### config.mk
export PLATFORM = sky130hd
export DESIGN_NAME = bcfg_regspace
export DESIGN_NICKNAME = d
export VERILOG_FILES = /design/src/rtl/bcfg_pkg.sv /design/src/rtl/bcfg_host_port.sv /design/src/rtl/bcfg_global_regs.sv /design/src/rtl/bcfg_bank.sv /design/src/rtl/bcfg_bank_file.sv /design/src/rtl/bcfg_regspace.sv
export SDC_FILE = /design/constraint.sdc
export NUM_CORES = 1
export LEC_CHECK = 0
export CORE_MARGIN = 10
export CORE_UTILIZATION = 67
export DETAILED_ROUTE_END_ITERATION = 8
export GPL_TIMING_DRIVEN = 0
export PLACE_DENSITY_LB_ADDON = 0.1
export SLEW_MARGIN = 20
export SYNTH_ARGS = -nofsm -noshare
export SYNTH_HDL_FRONTEND = slang
export SYNTH_SLANG_ARGS = --single-unit
### constraint.sdc
create_clock -name clk -period 6.9 [get_ports clk]
set_clock_uncertainty 0.1 [all_clocks]
set_input_delay 1.38 -clock clk [delete_from_list [all_inputs] [get_ports clk]]
set_output_delay 1.38 -clock clk [all_outputs]
set_load 0.01 [all_outputs]
### src/rtl/bcfg_pkg.sv
package bcfg_pkg;

  localparam logic [7:0] IX_EXIT    = 8'h02;
  localparam logic [7:0] IX_SEL     = 8'h07;
  localparam logic [7:0] IX_ID_HI   = 8'h20;
  localparam logic [7:0] IX_ID_LO   = 8'h21;
  localparam logic [7:0] IX_REV     = 8'h22;
  localparam logic [7:0] IX_BANK_LO = 8'h30;
  localparam int         EXIT_BIT   = 1;

  typedef enum logic [2:0] {
    F_NONE, F_EN, F_B0H, F_B0L, F_B1H, F_B1L, F_IRQ, F_DMA
  } bank_fld_e;

  typedef struct packed {
    logic [7:0]  en;
    logic [15:0] b0;
    logic [15:0] b1;
    logic [7:0]  irq;
    logic [7:0]  dma;
  } bank_t;

  // Map a banked index to the field it addresses.
  function automatic bank_fld_e fld_of(logic [7:0] ix);
    bank_fld_e f;
    case (ix)
      8'h30:   f = F_EN;
      8'h60:   f = F_B0H;
      8'h61:   f = F_B0L;
      8'h62:   f = F_B1H;
      8'h63:   f = F_B1L;
      8'h70:   f = F_IRQ;
      8'h74:   f = F_DMA;
      default: f = F_NONE;
    endcase
    return f;
  endfunction

endpackage

### src/rtl/bcfg_host_port.sv
module bcfg_host_port
  import bcfg_pkg::*;
(
  input  logic       clk,
  input  logic       rst,
  input  logic       unlocked,
  input  logic       addr,
  input  logic       wr,
  input  logic       rd,
  input  logic [7:0] wdata,
  input  logic [7:0] mux_data,
  output logic [7:0] idx,
  output logic       reg_we,
  output logic [7:0] rdata,
  output logic       rvalid
);

  logic [7:0] idx_q;
  logic [7:0] rdata_q;
  logic       rvalid_q;

  assign reg_we = wr & addr & unlocked;

  always_ff @(posedge clk) begin
    if (rst) begin
      idx_q <= 8'h00;
    end else if (wr && !addr && unlocked) begin
      idx_q <= wdata;
    end
  end

  always_ff @(posedge clk) begin
    if (rst) begin
      rdata_q  <= 8'h00;
      rvalid_q <= 1'b0;
    end else begin
      rvalid_q <= rd;
      if (rd) begin
        if (!unlocked)  rdata_q <= 8'hFF;
        else if (!addr) rdata_q <= idx_q;
        else            rdata_q <= mux_data;
      end
    end
  end

  assign idx    = idx_q;
  assign rdata  = rdata_q;
  assign rvalid = rvalid_q;

endmodule

### src/rtl/bcfg_global_regs.sv
module bcfg_global_regs
  import bcfg_pkg::*;
#(
  parameter logic [15:0] DEV_ID = 16'hB7C2,
  parameter logic [7:0]  REV_ID = 8'h15
) (
  input  logic       clk,
  input  logic       rst,
  input  logic       we,
  input  logic [7:0] idx,
  input  logic [7:0] wdata,
  output logic [7:0] sel_ldn,
  output logic       exit_pulse,
  output logic [7:0] gl_rdata
);

  logic [7:0] sel_q;
  logic       exit_q;

  always_ff @(posedge clk) begin
    if (rst) begin
      sel_q  <= 8'h00;
      exit_q <= 1'b0;
    end else begin
      exit_q <= we && (idx == IX_EXIT) && wdata[EXIT_BIT];
      if (we && idx == IX_SEL) sel_q <= wdata;
    end
  end

  always_comb begin
    case (idx)
      IX_SEL:   gl_rdata = sel_q;
      IX_ID_HI: gl_rdata = DEV_ID[15:8];
      IX_ID_LO: gl_rdata = DEV_ID[7:0];
      IX_REV:   gl_rdata = REV_ID;
      default:  gl_rdata = 8'h00;
    endcase
  end

  assign sel_ldn    = sel_q;
  assign exit_pulse = exit_q;

endmodule

### src/rtl/bcfg_bank.sv
module bcfg_bank
  import bcfg_pkg::*;
#(
  parameter bit          FORCED   = 1'b0,
  parameter logic [7:0]  FORCE_EN = 8'h01,
  parameter logic [15:0] RST_B0   = 16'h0300,
  parameter logic [15:0] RST_B1   = 16'h0000,
  parameter logic [7:0]  RST_IRQ  = 8'h03,
  parameter logic [7:0]  RST_DMA  = 8'h04
) (
  input  logic       clk,
  input  logic       rst,
  input  logic       we,
  input  logic [7:0] idx,
  input  logic [7:0] wdata,
  output bank_t      view
);

  bank_t r;

  always_ff @(posedge clk) begin
    if (rst) begin
      r.en  <= 8'h00;
      r.b0  <= RST_B0;
      r.b1  <= RST_B1;
      r.irq <= RST_IRQ;
      r.dma <= RST_DMA;
    end else if (we) begin
      case (fld_of(idx))
        F_EN:    if (!FORCED) r.en <= wdata;
        F_B0H:   r.b0[15:8] <= wdata;
        F_B0L:   r.b0[7:0]  <= wdata;
        F_B1H:   r.b1[15:8] <= wdata;
        F_B1L:   r.b1[7:0]  <= wdata;
        F_IRQ:   r.irq      <= wdata;
        F_DMA:   r.dma      <= wdata;
        default: ;
      endcase
    end
  end

  always_comb begin
    view = r;
    if (FORCED) view.en = FORCE_EN;
  end

endmodule

### src/rtl/bcfg_bank_file.sv
module bcfg_bank_file
  import bcfg_pkg::*;
#(
  parameter int          NUM_DEV     = 4,
  parameter int          FORCE_LDN   = 3,
  parameter logic [7:0]  FORCE_EN    = 8'h01,
  parameter logic [15:0] DEF_BASE0   = 16'h0300,
  parameter logic [15:0] BASE_STRIDE = 16'h0010,
  parameter logic [15:0] DEF_BASE1   = 16'h0000,
  parameter logic [7:0]  DEF_IRQ     = 8'h03,
  parameter logic [7:0]  DEF_DMA     = 8'h04
) (
  input  logic       clk,
  input  logic       rst,
  input  logic       we,
  input  logic [7:0] idx,
  input  logic [7:0] wdata,
  input  logic [7:0] sel_ldn,
  output logic [7:0] bk_rdata
);

  bank_t banks [NUM_DEV];
  logic  in_bank;

  assign in_bank = (idx >= IX_BANK_LO);

  for (genvar g = 0; g < NUM_DEV; g++) begin : g_dev
    localparam logic [15:0] B0  = 16'(DEF_BASE0 + g * BASE_STRIDE);
    localparam logic [7:0]  IRQ = 8'(DEF_IRQ + g);
    localparam bit          FRC = (g == FORCE_LDN);
    logic we_g;
    assign we_g = we && in_bank && (sel_ldn == 8'(g));
    bcfg_bank #(
      .FORCED(FRC), .FORCE_EN(FORCE_EN), .RST_B0(B0),
      .RST_B1(DEF_BASE1), .RST_IRQ(IRQ), .RST_DMA(DEF_DMA)
    ) u_bank (
      .clk(clk), .rst(rst), .we(we_g), .idx(idx),
      .wdata(wdata), .view(banks[g])
    );
  end

  bank_t pick;
  logic  hit;

  always_comb begin
    pick = banks[0];
    hit  = 1'b0;
    for (int d = 0; d < NUM_DEV; d++) begin
      if (sel_ldn == 8'(d)) begin
        pick = banks[d];
        hit  = 1'b1;
      end
    end
    if (!hit) begin
      bk_rdata = 8'hFF;
    end else begin
      case (fld_of(idx))
        F_EN:    bk_rdata = pick.en;
        F_B0H:   bk_rdata = pick.b0[15:8];
        F_B0L:   bk_rdata = pick.b0[7:0];
        F_B1H:   bk_rdata = pick.b1[15:8];
        F_B1L:   bk_rdata = pick.b1[7:0];
        F_IRQ:   bk_rdata = pick.irq;
        F_DMA:   bk_rdata = pick.dma;
        default: bk_rdata = 8'h00;
      endcase
    end
  end

endmodule

### src/rtl/bcfg_regspace.sv
module bcfg_regspace
  import bcfg_pkg::*;
#(
  parameter int          NUM_DEV     = 4,
  parameter int          FORCE_LDN   = 3,
  parameter logic [7:0]  FORCE_EN    = 8'h01,
  parameter logic [15:0] DEV_ID      = 16'hB7C2,
  parameter logic [7:0]  REV_ID      = 8'h15,
  parameter logic [15:0] DEF_BASE0   = 16'h0300,
  parameter logic [15:0] BASE_STRIDE = 16'h0010,
  parameter logic [15:0] DEF_BASE1   = 16'h0000,
  parameter logic [7:0]  DEF_IRQ     = 8'h03,
  parameter logic [7:0]  DEF_DMA     = 8'h04
) (
  input  logic       clk,
  input  logic       rst,
  input  logic       cfg_unlocked,
  input  logic       host_addr,
  input  logic       host_wr,
  input  logic       host_rd,
  input  logic [7:0] host_wdata,
  output logic [7:0] host_rdata,
  output logic       rd_valid,
  output logic       cfg_exit
);

  logic [7:0] cur_idx;
  logic       reg_we;
  logic [7:0] sel_ldn;
  logic [7:0] gl_rdata;
  logic [7:0] bk_rdata;
  logic [7:0] mux_data;

  assign mux_data = (cur_idx >= IX_BANK_LO) ? bk_rdata : gl_rdata;

  bcfg_host_port u_port (
    .clk(clk), .rst(rst), .unlocked(cfg_unlocked), .addr(host_addr),
    .wr(host_wr), .rd(host_rd), .wdata(host_wdata), .mux_data(mux_data),
    .idx(cur_idx), .reg_we(reg_we), .rdata(host_rdata), .rvalid(rd_valid)
  );

  bcfg_global_regs #(.DEV_ID(DEV_ID), .REV_ID(REV_ID)) u_glob (
    .clk(clk), .rst(rst), .we(reg_we), .idx(cur_idx), .wdata(host_wdata),
    .sel_ldn(sel_ldn), .exit_pulse(cfg_exit), .gl_rdata(gl_rdata)
  );

  bcfg_bank_file #(
    .NUM_DEV(NUM_DEV), .FORCE_LDN(FORCE_LDN), .FORCE_EN(FORCE_EN),
    .DEF_BASE0(DEF_BASE0), .BASE_STRIDE(BASE_STRIDE), .DEF_BASE1(DEF_BASE1),
    .DEF_IRQ(DEF_IRQ), .DEF_DMA(DEF_DMA)
  ) u_banks (
    .clk(clk), .rst(rst), .we(reg_we), .idx(cur_idx), .wdata(host_wdata),
    .sel_ldn(sel_ldn), .bk_rdata(bk_rdata)
  );

endmodule

==> results of run 1 <==
routing by layer:
layer	vias up	share of wire (%)	track usage, %
li1	5130	-	-
met1	5694	33	52.82
met2	1380	39	60.61
met3	375	18	18.39
met4	0	9.8	33.72
met5	-	0	0
sequential cells by signal, summed over array words and instances (netlist names):
register                   flops
u_port.rvalid                  1
u_glob.sel_ldn                 8
u_port.rdata                   8
u_port.idx                     8
u_banks.g_dev.u_bank.view    216
u_glob.exit_pulse              1
synthesized netlist by cell type, types with 7 or more instances:
cell type	n
a2111oi_0	7
a211o_1	10
a211oi_1	12
a21oi_1	199
a31oi_1	16
buf_1	13
buf_2	23
clkbuf_1	82
dfxtp_1	242
inv_1	13
mux2_2	15
mux2i_1	83
nand2_1	365
nand2b_1	7
nand3_1	58
nand3b_1	17
nor2_1	78
nor2b_1	12
nor3_1	12
nor4_1	10
o211ai_1	8
o21ai_0	53
o32ai_1	7
stage by stage:
stage	hold WS (ps)	total power [W]
global route	367.7	0.002979
global placement	333.5	0.001571
CTS	347.2	0.002918
detailed placement	338.8	0.001572
finish	351.3	0.002961
floorplan	326.8	0.001506
power breakdown:
group | internal, W | switching [W] | leakage, nW
sequential | 0.00140 | 0.00000300 | 1.95
clock | 0.000794 | 0.000611 | 0.407
combinational | 0.0000324 | 0.000118 | 1.74
total | 0.00223 | 0.000732 | 4.10
cell type report:
type / instances / area share, %
Clock inverter: 7 / 0.6371
Multi-Input combinational cell: 1068 / 47.16
Antenna cell: 1 / 0.01991
Inverter: 14 / 0.4181
Sequential cell: 242 / 38.54
Clock buffer: 38 / 6.002
Tap cell: 220 / 2.190
Buffer: 120 / 3.932
Timing Repair Buffer: 14 / 1.095
cells in the final DEF (no fill, tap or decap), types with 12 or more instances in the layout:
cell	n
nand2_1	365
dfxtp_1	242
a21oi_1	199
clkbuf_1	87
mux2i_1	83
nor2_1	78
nand3_1	58
o21ai_0	53
clkbuf_16	25
buf_2	23
nand3b_1	17
a31oi_1	16
mux2_2	15
buf_1	13
inv_1	13
clkdlybuf4s50_1	13
nor2b_1	12
a211oi_1	12
nor3_1	12
worst max-delay path: stages (launching register included):
cell       delay, ps
dfxtp_1          390
nor2_1           430
clkbuf_1         540
nand3_1          540
a222oi_1         890
o22ai_1          260
a2111oi_0        980
o211ai_1         150
worst paths after layout:
check                                           to  slack, ps                        startpoint
setup / recovery                   u_port.rdata[1]       2440                 u_glob.sel_ldn[5]
hold / removal    u_banks.g_dev[0].u_bank.view[12]        350  u_banks.g_dev[0].u_bank.view[12]
setup reg to reg                   u_port.rdata[1]       2440                 u_glob.sel_ldn[5]
hold reg to reg   u_banks.g_dev[0].u_bank.view[12]        350  u_banks.g_dev[0].u_bank.view[12]
cells by family after synthesis:
| kind of cell | Yosys count | synth area share, % |
|---|---|---|
| compound gates | 361 | 18.98 |
| buf+inv | 134 | 4.838 |
| flops | 242 | 42.87 |
| mux | 99 | 9.046 |
| simple gates | 608 | 24.27 |
==> impl_metrics.json, run 1 <==
{
  "dieArea_um2": 22460,
  "timing.slew.headroom_pct": 16.70,
  "grt_use_total_pct": 43.83,
  "dr_total_vias": 12580,
  "slew_viol_final": 0,
  "cts-resized-gates": 0,
  "yosysTopAreaCell": "dfxtp_1",
  "io_pins": 24,
  "ir_drop_uv": 270.6,
  "cts_buffers": 25,
  "area_growth_pct": 11.23,
  "finish.utilization_pct": 75.80,
  "p_leak_nw": 4.097,
  "cts.clk_slew.worst_paths_ps": 70,
  "core_um2": 16580,
  "finalCritPeriodShare_pct": 64.68,
  "cp_max_fo": 10,
  "seq_area_frac_synth_pct": 42.87,
  "synth_nets": 1458,
  "tritoncts": "done",
  "pre_cts_ws_ps": 2479,
  "end_kind": "flip-flop",
  "setup_violations": 0,
  "multi_input_comb_area_um2": 5928,
  "grt_max_degree": 14,
  "fmax_mhz": 224.1,
  "worstSetupPathType": "flip-flop to flip-flop",
  "hpwl_um": 34290,
  "whs_path_depth": 2,
  "rsz0062_at_grt": "false",
  "dp_cells": 1678,
  "dr.pass1.iters": 6,
  "postPlaceCellArea_um2": 11720,
  "drt-initial-drc-count": 2647,
  "maxCapViolCount": 0,
  "worst_pin_slew_ps": 1249,
  "via_per_inst": 7.296,
  "critPathLaunchType": "flip-flop",
  "n_fill_cell": 1205,
  "h-tree-depth": 1,
  "wl_per_cell_um": 29.49,
  "tns_ps": 0,
  "finalCriticalPeriod_ps": 4463,
  "grt_pass1_vias": 11750,
  "remaining_drc_errors": 0,
  "clk_path_buf_depth": 3,
  "antenna_found_initial": 2,
  "die_y_um": 149.9,
  "clock_sinks": 242,
  "cts_hold_buf": 0,
  "register_area_um2": 4845,
  "gp_congestion": 1.124,
  "fin_ws_ps": 2437,
  "grt_pass1_wl_um": 73810,
  "syn_inst": 1444,
  "reg2regPathDepth": 7,
  "ys_types": 67,
  "synth_seq_cells": 242,
  "power_density_nw_per_um2": 235.5,
  "yosysWarningCount": 0,
  "synthesis.area_um2": 11300,
  "drive_gt1_share_pct": 7.119,
  "grt-ovfl-total": 0,
  "synthTopCellsByArea": "dfxtp_1 (43%), nand2_1 (12%), a21oi_1 (8.8%), mux2i_1 (7.4%), clkbuf_1 (2.7%)",
  "synthArstFlopShare_pct": 0,
  "root_buffer": "clkbuf_16",
  "synth_top_area_share_pct": 42.87,
  "insertion_delay_ps": 560,
  "required_ps": 7190,
  "status": "finished clean",
  "ant_nets": 0,
  "post_cts_buffers": 0,
  "fin_area_um2": 12570,
  "nNetsFinal": 1499,
  "start_util_pct": 68.15,
  "layout.cells.non_filler": 1724,
  "die_x_um": 149.9,
  "wirelength_um": 50850,
  "synth_edf_count": 0,
  "synth-main-ff-cell": "dfxtp_1",
  "hold_class": "flip-flop to flip-flop",
  "hold_viol_final": 0,
  "fp-row-count": 47,
  "avgSynthCellArea_um2": 7.826,
  "portBuffers": 13,
  "arrival_ps": 4750
}
Power figures use the tool's default switching activity.
==> run 2: changes to the inputs <==
--- a/config.mk
+++ b/config.mk
@@ -6,7 +6,7 @@
 export NUM_CORES = 1
 export LEC_CHECK = 0
 export CORE_MARGIN = 10
-export CORE_UTILIZATION = 67
+export CORE_UTILIZATION = 56
 export DETAILED_ROUTE_END_ITERATION = 8
 export GPL_TIMING_DRIVEN = 0
 export PLACE_DENSITY_LB_ADDON = 0.1
==> constraint.sdc (replaced) <==
create_clock -name clk -period 3.74 [get_ports clk]
set_clock_uncertainty 0.1 [all_clocks]
set_input_delay 0.748 -clock clk [delete_from_list [all_inputs] [get_ports clk]]
set_output_delay 0.748 -clock clk [all_outputs]
set_load 0.01 [all_outputs]
==> impl_metrics.json, run 2 (synthesized netlist as in run 1, its figures left out) <==
{
  "status": "finished, violations left",
  "failed_checks": "negative setup slack",
  "drive_gt1_share_pct": 7.784,
  "p_leak_nw": 4.147,
  "dr_total_vias": 11840,
  "ant_nets": 0,
  "tns_ps": -44.58,
  "dr.pass1.iters": 9,
  "grt_use_total_pct": 36.68,
  "clock_sinks": 242,
  "ir_drop_uv": 443.3,
  "num_antenna_cells": 0,
  "final_cell_mix": "nand2_1 (365), dfxtp_1 (242), a21oi_1 (199), mux2i_1 (83), clkbuf_1 (82)",
  "final_common_cell": "nand2_1",
  "rsz0062_at_grt": "false",
  "finalCritPeriodShare_pct": 101.2,
  "worst_pin_slew_ps": 1276,
  "worstSetupPathType": "flip-flop to flip-flop",
  "maxCapViolCount": 0,
  "area_growth_pct": 12.61,
  "via_per_inst": 6.696,
  "antenna_found_initial": 0,
  "dieArea_um2": 26260,
  "hold_class": "flip-flop to flip-flop",
  "wl_per_cell_um": 28.26,
  "dp_cells": 1722,
  "whs_path_depth": 2,
  "multi_input_comb_area_um2": 5951,
  "busiest_layer": "met2",
  "cts_buffers": 26,
  "cts.clk_slew.worst_paths_ps": 60,
  "io_pins": 24,
  "portBuffers": 13,
  "layout.cells.non_filler": 1768,
  "globalRouteMet3Util_pct": 13.47,
  "register_area_um2": 4845,
  "hold_viol_final": 0,
  "grt-ovfl-total": 0,
  "cp_max_fo": 10,
  "fmax_mhz": 264.2,
  "grt_pass1_vias": 11060,
  "required_ps": 4040,
  "gp_congestion": 1.076,
  "end_kind": "flip-flop",
  "met2_usage_pct": 52.66,
  "h-tree-depth": 1,
  "timing.slew.headroom_pct": 14.91,
  "finalCriticalPeriod_ps": 3785,
  "core_um2": 19650,
  "nNetsFinal": 1498,
  "setup_violations": 1,
  "fp-row-count": 51,
  "hold_end": "u_banks.g_dev[2].u_bank.view[25]",
  "arrival_ps": 4080,
  "hp-start": "u_banks.g_dev[2].u_bank.view[25]",
  "die_y_um": 162.1,
  "root_buffer": "clkbuf_16",
  "fin_ws_ps": -44.58,
  "hpwl_um": 35030,
  "insertion_delay_ps": 570,
  "reg2regPathDepth": 8,
  "power.total_w": 0.005667,
  "remaining_drc_errors": 0,
  "rrSetupSlack_ps": -40,
  "start_util_pct": 57.50,
  "clk_path_buf_depth": 3,
  "pre_cts_ws_ps": -453.6,
  "rr_startpoint": "u_glob.sel_ldn[0]",
  "n_fill_cell": 1779,
  "tritoncts": "done",
  "power_density_nw_per_um2": 445.3,
  "largest_reg_flops": 216,
  "slew_viol_final": 0,
  "grt_max_degree": 15,
  "critPathLaunchType": "flip-flop",
  "grt_pass1_wl_um": 72170,
  "wirelength_um": 49960,
  "worstReg2RegEnd": "u_port.rdata[5]",
  "post_cts_buffers": 0,
  "drt-initial-drc-count": 1961,
  "die_x_um": 162.1,
  "grt_util_met1_pct": 46.26
}
run 2: changes by cell type in the layout (fill, tap and decap cells not counted), sizes merged:
cell	delta
diode	-1
inv	-1
bufinv	+3
buf	-1
clkinvlp	-1
clkinv	+6
clkbuf	-6
run 2: repair_timing:
item / in CTS / in global routing
setup endpoints to repair: 7 / 1
hold buffers: 0 / 0
pin swaps: 1 / 1
gates resized for setup: 6 / 2
run 2: critical path, cell delays in order (launching register included):
cell	delay (ps)
dfxtp_1	300
buf_2	190
nor4b_1	720
nand2_1	370
clkbuf_1	540
a211oi_1	590
a211oi_1	140
nor4_1	530
a31oi_1	150
run 2: power by group:
group	leakage (nW)	switching, W	internal [W]
Sequential	1.95	0.00000648	0.00259
Clock	0.458	0.00114	0.00166
Combinational	1.74	0.000218	0.0000598
Total	4.15	0.00137	0.00430
run 2: worst max-delay path by stage:
stage,depth (start not counted),start,endpoint
2_1_floorplan,7,u_glob.sel_ldn[5],u_port.rdata[7]
3_3_place_gp,7,u_glob.sel_ldn[5],u_port.rdata[1]
3_5_place_dp,7,u_glob.sel_ldn[5],u_port.rdata[1]
4_1_cts,7,u_glob.sel_ldn[1],u_port.rdata[1]
5_1_grt,8,u_glob.sel_ldn[0],u_port.rdata[5]
6_report,8,u_glob.sel_ldn[0],u_port.rdata[5]
run 2: metal layers:
layer / routed length [um] / part of all wire (%)
met2: 20390 / 41
met3: 7442 / 15
met1: 18620 / 37
met4: 3513 / 7.0
met5: 0 / 0
run 2: layout make-up:
type                            count  area share, %
Timing Repair Buffer               13          1.023
Buffer                            119          3.864
Tap cell                          265          2.605
Multi-Input combinational cell   1068          46.76
Clock inverter                     14          1.553
Sequential cell                   242          38.07
Clock buffer                       33          5.712
Inverter                           14         0.4129
run 2: per-stage QoR:
stage	area, um2	hold slack, ps	util (%)
global placement	11760	334.2	59.85
global route	12730	367.6	64.75
CTS	12720	349.3	64.72
detailed placement	11780	341.4	59.91
finish	12730	349.8	64.75
floorplan	11300	326.8	-
